**config.mk**
```make
export PLATFORM = sky130hd
export DESIGN_NAME = pulse_voice
export DESIGN_NICKNAME = d
export VERILOG_FILES = /design/src/rtl/pulse_voice_pkg.sv /design/src/rtl/pwv_control.sv /design/src/rtl/pwv_datapath.sv /design/src/rtl/pulse_voice.sv
export SDC_FILE = /design/constraint.sdc
export NUM_CORES = 1
export LEC_CHECK = 0
export BUFFER_PORTS_ARGS = -buffer_cell sky130_fd_sc_hd__buf_2
export CAP_MARGIN = 20
export CELL_PAD_IN_SITES_DETAIL_PLACEMENT = 2
export CELL_PAD_IN_SITES_GLOBAL_PLACEMENT = 2
export CORE_MARGIN = 5
export CORE_UTILIZATION = 25
export DETAILED_ROUTE_END_ITERATION = 10
export PLACE_DENSITY = 0.54
export SETUP_SLACK_MARGIN = 0.02
export SYNTH_ARGS = -nofsm -noshare
export SYNTH_HDL_FRONTEND = slang
export SYNTH_SLANG_ARGS = --single-unit
export TNS_END_PERCENT = 1
```
**constraint.sdc**
```tcl
create_clock -name clk -period 4.3 [get_ports clk]
set_input_delay 0.215 -clock clk [delete_from_list [all_inputs] [get_ports clk]]
set_output_delay 0.215 -clock clk [all_outputs]
set_load 0.01 [all_outputs]
```
**src/rtl/pulse_voice_pkg.sv**
```systemverilog
package pulse_voice_pkg;
  parameter int ACC_W   = 24;
  parameter int FREQ_W  = 16;
  parameter int PW_W    = 12;
  parameter int DATA_W  = 8;
  parameter int ADDR_W  = 3;

  localparam int FREQ_BYTES = FREQ_W / DATA_W;
  localparam int PW_HI_W    = PW_W - DATA_W;

  localparam logic [ADDR_W-1:0] ADDR_FREQ0 = 3'd0;
  localparam logic [ADDR_W-1:0] ADDR_PW_LO = 3'd2;
  localparam logic [ADDR_W-1:0] ADDR_PW_HI = 3'd3;
  localparam logic [ADDR_W-1:0] ADDR_CTL   = 3'd4;

  typedef struct packed {
    logic [FREQ_BYTES-1:0] freqByteWe;
    logic                  pwLoWe;
    logic                  pwHiWe;
    logic                  accHold;
    logic                  forceHigh;
    logic [DATA_W-1:0]     wdata;
  } voiceStrobes_t;
endpackage

```
**src/rtl/pwv_control.sv**
```systemverilog
module pwv_control
  import pulse_voice_pkg::*;
(
  input  logic              clk,
  input  logic              rstN,
  input  logic              wrEn,
  input  logic [ADDR_W-1:0] wrAddr,
  input  logic [DATA_W-1:0] wrData,
  output voiceStrobes_t     strb,
  output logic              testBit
);
  logic ctlWe;
  logic [FREQ_BYTES-1:0] freqWe;

  genvar gi;
  generate
    for (gi = 0; gi < FREQ_BYTES; gi++) begin : g_freqDec
      localparam logic [ADDR_W-1:0] BYTE_ADDR = ADDR_FREQ0 + ADDR_W'(gi);
      assign freqWe[gi] = wrEn && (wrAddr == BYTE_ADDR);
    end
  endgenerate

  assign ctlWe = wrEn && (wrAddr == ADDR_CTL);

  always_ff @(posedge clk or negedge rstN) begin
    if (!rstN) testBit <= 1'b0;
    else if (ctlWe) testBit <= wrData[0];
  end

  always_comb begin
    strb.freqByteWe = freqWe;
    strb.pwLoWe     = wrEn && (wrAddr == ADDR_PW_LO);
    strb.pwHiWe     = wrEn && (wrAddr == ADDR_PW_HI);
    strb.accHold    = testBit;
    strb.forceHigh  = testBit;
    strb.wdata      = wrData;
  end
endmodule

```
**src/rtl/pwv_datapath.sv**
```systemverilog
module pwv_datapath
  import pulse_voice_pkg::*;
(
  input  logic              clk,
  input  logic              rstN,
  input  voiceStrobes_t     strb,
  output logic              pulseOut,
  output logic [ACC_W-1:0]  accVal,
  output logic [PW_W-1:0]   pwVal,
  output logic [FREQ_W-1:0] freqVal
);
  logic [DATA_W-1:0]  pwLo;
  logic [PW_HI_W-1:0] pwHi;
  logic [PW_W-1:0]    phaseTop;
  logic               belowWidth;

  genvar gi;
  generate
    for (gi = 0; gi < FREQ_BYTES; gi++) begin : g_freqReg
      always_ff @(posedge clk or negedge rstN) begin
        if (!rstN) freqVal[gi*DATA_W +: DATA_W] <= '0;
        else if (strb.freqByteWe[gi]) freqVal[gi*DATA_W +: DATA_W] <= strb.wdata;
      end
    end
  endgenerate

  always_ff @(posedge clk or negedge rstN) begin
    if (!rstN) begin
      pwLo <= '0;
      pwHi <= '0;
    end else begin
      if (strb.pwLoWe) pwLo <= strb.wdata;
      if (strb.pwHiWe) pwHi <= strb.wdata[PW_HI_W-1:0];
    end
  end

  assign pwVal = {pwHi, pwLo};

  always_ff @(posedge clk or negedge rstN) begin
    if (!rstN) accVal <= '0;
    else if (strb.accHold) accVal <= '0;
    else accVal <= accVal + ACC_W'(freqVal);
  end

  assign phaseTop   = accVal[ACC_W-1 -: PW_W];
  assign belowWidth = phaseTop < pwVal;
  assign pulseOut   = strb.forceHigh | belowWidth;
endmodule

```
**src/rtl/pulse_voice.sv**
```systemverilog
module pulse_voice
  import pulse_voice_pkg::*;
(
  input  logic              clk,
  input  logic              rstN,
  input  logic              wrEn,
  input  logic [ADDR_W-1:0] wrAddr,
  input  logic [DATA_W-1:0] wrData,
  output logic              pulseOut
);
  voiceStrobes_t     strb;
  logic              testBit;
  logic [ACC_W-1:0]  accVal;
  logic [PW_W-1:0]   pwVal;
  logic [FREQ_W-1:0] freqVal;

  pwv_control u_ctl (
    .clk(clk), .rstN(rstN), .wrEn(wrEn), .wrAddr(wrAddr), .wrData(wrData),
    .strb(strb), .testBit(testBit)
  );

  pwv_datapath u_dp (
    .clk(clk), .rstN(rstN), .strb(strb), .pulseOut(pulseOut),
    .accVal(accVal), .pwVal(pwVal), .freqVal(freqVal)
  );
endmodule

```
# Word level (Yosys, flattened, before mapping)
# Index checks and enable logic that the tools add are counted.
# totals
ff_bits,53
in_bits,14
# classes
n_reduce_logical,6
add_sub_neg,1
mux,1
bitwise,1
n_eq_ne,4
order_cmp,1
# op_table
operator,n
24-bit by 16-bit adder with 24-bit output,1
24-bit two-way mux,1
12-bit < comparator,1
3-bit by 2-bit == test with 1-bit output (second input constant),2
1-bit logical AND,5
3-bit by 1-bit == test with 1-bit output (second input constant),1
3-bit == test (second input constant),1
3-bit zero test,1
1-bit OR,1

# Longest topological paths before layout
# depth
depth_word,2
ltp_mapped,8

# Hierarchy
# A second synthesis with hierarchy kept.
# unflattened
cells_unflattened,294
area_unflattened_um2,3061.7
# modules_own_cells
module,area_each_um2,seq_area_each_um2,cells_per_inst,n_inst
pwv_datapath,2892.8,1301.2,277,1
pwv_control,168.9,25.0,17,1

# Worst setup path after synthesis
# Ideal clock, no wire load.
# synth_path
kind,register to register
startpoint,register u_dp.accVal[1]
endpoint,register u_dp.accVal[23]
path_buffers,0
arrival_time_ns,2.134
synth_period_minus_slack_ns,2.260
stages_incl_launch_ff,8
setup_time_ns,0.126
path_slack_ns,2.040
path_cell_list,dfrtp_1 ha_1 a211o_1 a21o_1 a211o_1 a31oi_4 nor4_1 a311o_1
# synth_between
elab_chain_cells,2
# synth_lines
item,line,text
start: declaration,pwv_datapath.sv:8,"output logic [ACC_W-1:0] accVal,"
start signal: assignment,pwv_datapath.sv:42,else accVal <= accVal + ACC_W'(freqVal);
24-bit by 16-bit adder with 24-bit output,pwv_datapath.sv:42,
24-bit two-way mux,pwv_datapath.sv:41,else if (strb.accHold) accVal <= '0;
# No other way between the ends.
# A chain may end at the register's enable or synchronous reset.

# Worst setup path in the final report
# Same ends and word-level chain as after synthesis.

==> results.rst <==
.. list-table::
   :header-rows: 1

   * - Metric
     - Value
   * - Status
     - completed
   * - Clk Latency, worst-skew pair
     - 0.30 ns
   * - Critical path class
     - reg2reg
   * - Number of buffers and inverters on the critical path
     - 0
   * - Cells traversed along the worst timing path
     - ha_1 -> a211o_1 -> a21o_1 -> a211o_1 -> a31oi_4 -> nor4_1 -> a311o_1
   * - Clock skew
     - 0.0101 ns
   * - Io pins
     - 15
   * - Critical Path Sink Type
     - flip-flop
   * - Number of storage elements in the synthesis netlist
     - 53
   * - Arrival time of data at the critical path endpoint
     - 2.70 ns
   * - Post-DP HPWL
     - 6.06 mm
   * - Highest net fanout along the worst path
     - 9
   * - Final nets
     - 356
   * - Iter 0 DRT Violations
     - 92
   * - Row count
     - 40
   * - Max Root-Sink Buffers
     - 2
   * - Startpoint type of the worst setup path
     - flip-flop
   * - Slowest cell delay on critical path
     - 0.41 ns
   * - Syn Nets
     - 341
   * - Commonest non-fill, non-tap cell in the layout
     - sky130_fd_sc_hd__dfrtp_1
   * - Number of enable flip-flop cells after synthesis
     - 0
   * - Number of remaining DRC errors
     - 0
   * - Leading cell types in the layout, fill and taps excluded
     - 53 x sky130_fd_sc_hd__dfrtp_1, 27 x sky130_fd_sc_hd__ha_1, 26 x sky130_fd_sc_hd__nor2_1, 22 x sky130_fd_sc_hd__mux2_2, 21 x sky130_fd_sc_hd__nand2_1
   * - Path type of the worst min-delay path
     - in2async
   * - Number of detailed-routing iterations run before antenna repair
     - 4
   * - Layout filler cell count
     - 1336
   * - Clock tree sinks
     - 53
   * - P&R area growth vs syn
     - 13.8%
   * - Critical path's slowest cell
     - sky130_fd_sc_hd__dfrtp_1
   * - Post-Synthesis Mean Instance Area
     - 10.3 um^2
   * - Number of cells traversed by the worst register-to-register path
     - 7
   * - Final hold viol count
     - 0
   * - Number of antenna violations at the first check in global routing
     - 0
   * - Transition time of the tightest slew-check pin
     - 0.959 ns
   * - Min setup slack post-route
     - 1.78 ns
   * - Headroom to the max-slew limit
     - 35.8%
   * - Die X
     - 121 um
   * - Depth of the critical timing path with buffers and inverters included
     - 7
   * - Worst vdd rail ir drop
     - 0.208 mV
   * - Ant diodes
     - 0
   * - Min cycle time layout
     - 2.52 ns
   * - Data required time of the critical path
     - 4.48 ns
   * - Number of nets with antenna violations after routing
     - 0
   * - Sequential area share after synthesis
     - 43.1%
   * - Crit path top cell by count
     - sky130_fd_sc_hd__a211o_1
   * - PnR Total Power
     - 2.08 mW
   * - GRT Util Overall
     - 11.9%
   * - Max-cap check violation count
     - 0
   * - Share of final-layout standard cells stronger than drive strength 1
     - 17.1%
   * - Max H-tree Level
     - 2
   * - Post-CTS Repair Setup Buffers
     - 0
   * - # setup viols final
     - 0
   * - Category of cells accounting for the largest share of critical-path delay
     - compound AO/OA/AOI/OAI gates
   * - Core area
     - 12100 um^2
   * - PortBufs
     - 14
   * - Total of hold buffers inserted after clock tree synthesis
     - 0
   * - Pins Over Slew Limit
     - 0
   * - Warnings, synthesis
     - 0
   * - Root buffer selected by CTS
     - sky130_fd_sc_hd__clkbuf_16
   * - Vertical die dimension
     - 121 um
   * - Number of standard cells after synthesis
     - 299
   * - Post-Place Worst Slack
     - 1.79 ns
   * - Cell area power density
     - 594 nW/um^2
   * - Initial standard-cell utilization of the core
     - 25.5%
   * - Number of vias in the routed layout
     - 2319
   * - Vias per cell
     - 4.80
   * - Routed WL per cell
     - 16.8 um
   * - Detailed-route wire length
     - 8.12 mm
   * - Global-route wire length before repair
     - 13.6 mm
   * - Minimum hold slack
     - 0.0224 ns
   * - Post-synth design cell area
     - 3080 um^2
   * - Final period utilization
     - 58.6%
   * - Number of distinct library cells after synthesis
     - 45
   * - Summed negative setup slack over all endpoints
     - 0 ns
   * - Total die area
     - 14600 um^2
   * - Main synth FF type
     - sky130_fd_sc_hd__dfrtp_1
   * - Maximum number of pins on one net before global-route repair
     - 54
   * - Clock-pin slew of the registers on the worst-case setup and hold paths
     - 0.08 ns
   * - Static Leak
     - 1.59 nW
   * - Gp weighted congestion
     - 0.676
   * - Number of buffers inserted during clock tree synthesis
     - 5
   * - Maximum clock frequency
     - 397 MHz
   * - Resized cells post-CTS
     - 0
   * - Remaining global-route overflow
     - 0
   * - RSZ-0062 raised after global routing
     - false
   * - Share of async-settable or async-resettable flops after synthesis
     - 100%
   * - Vias in the first global route
     - 2609
   * - CTS tree
     - yes
==> final cells by class <==
type	count	area [um^2]	area share, %
Timing Repair Buffer	16	85.1	2.43
Inverter	16	60.1	1.71
Clock buffer	5	125	3.57
Sequential cell	53	1330	37.9
Clock inverter	3	46.3	1.32
Tap cell	168	210	6.00
Multi-Input combinational cell	222	1650	47.1
==> power breakdown <==
| group | internal (mW) | leakage, nW | switching [mW] |
|---|---|---|---|
| sequential | 0.627 | 0.665 | 0.0669 |
| clock | 0.276 | 0.0800 | 0.201 |
| combinational | 0.393 | 0.846 | 0.517 |
| total | 1.30 | 1.59 | 0.784 |
==> sequential cells by signal, summed over array words and instances (netlist names) <==
signal,count
u_ctl.testBit,1
u_dp.pwLo,8
u_dp.pwHi,4
u_dp.accVal,24
u_dp.freqVal,16
==> path summary, 6_finish.rpt <==
check,start,to,slack [ns]
hold reg to reg,u_dp.pwHi[3],u_dp.pwHi[3],0.51
setup reg to reg,u_dp.accVal[1],u_dp.accVal[23],1.78
max in group asynchronous,rstN,u_dp.accVal[14],3.73
min in group clk,wrData[4],u_dp.pwLo[4],0.18
hold / removal,rstN,u_dp.accVal[20],0.02
setup / recovery,u_dp.accVal[1],u_dp.accVal[23],1.78
==> cells in the mapped netlist (all sizes together) (5+ instances only) <==
| library cell | instances | area [um^2] |
|---|---|---|
| a211oi | 7 | 52.6 |
| a21o | 13 | 98.9 |
| a21oi | 15 | 75.1 |
| a31oi | 5 | 46.3 |
| clkbuf | 6 | 22.5 |
| dfrtp | 53 | 1330 |
| ha | 27 | 338 |
| inv | 16 | 60.1 |
| mux2 | 22 | 248 |
| nand2 | 21 | 78.8 |
| nand3 | 11 | 55.1 |
| nor2 | 26 | 97.6 |
| o21ai | 18 | 90.1 |
| xnor2 | 8 | 70.1 |
| xor2 | 5 | 43.8 |
==> cells by family (layout without fill, tap and decap cells) <==
family                   after synthesis  in the layout  synth area share [%]
XOR/XNOR                              13             13                  3.70
multiplexers                          22             22                  8.05
AND/OR/NAND/NOR                       79             79                  12.1
flip-flops                            53             53                  43.1
AO/OA/AOI/OAI                         80             80                  18.1
adder cells (fa/ha/maj)               28             28                  11.6
buffers and inverters                 24             40                  3.29
==> per-layer routing <==
metal | vias to the layer above | track usage (%) | part of all wire [%]
met5 | - | 0 | 0
met4 | 0 | 2.34 | 0.78
met3 | 6 | 2.19 | 1.7
met2 | 15 | 20.5 | 49
met1 | 1189 | 15.7 | 48
li1 | 1109 | - | -
==> metrics by stage <==
| step | cell area (um^2) | cells | util (%) |
|---|---|---|---|
| after detailed placement | 3330 | 475 | 27.6 |
| after global routing | 3500 | 483 | 29.0 |
| after floorplan | 3080 | 299 | - |
| after CTS | 3500 | 483 | 29.0 |
| final | 3500 | 483 | 29.0 |
| after global placement | 3330 | 475 | 27.6 |
Power figures use the tool's default switching activity.
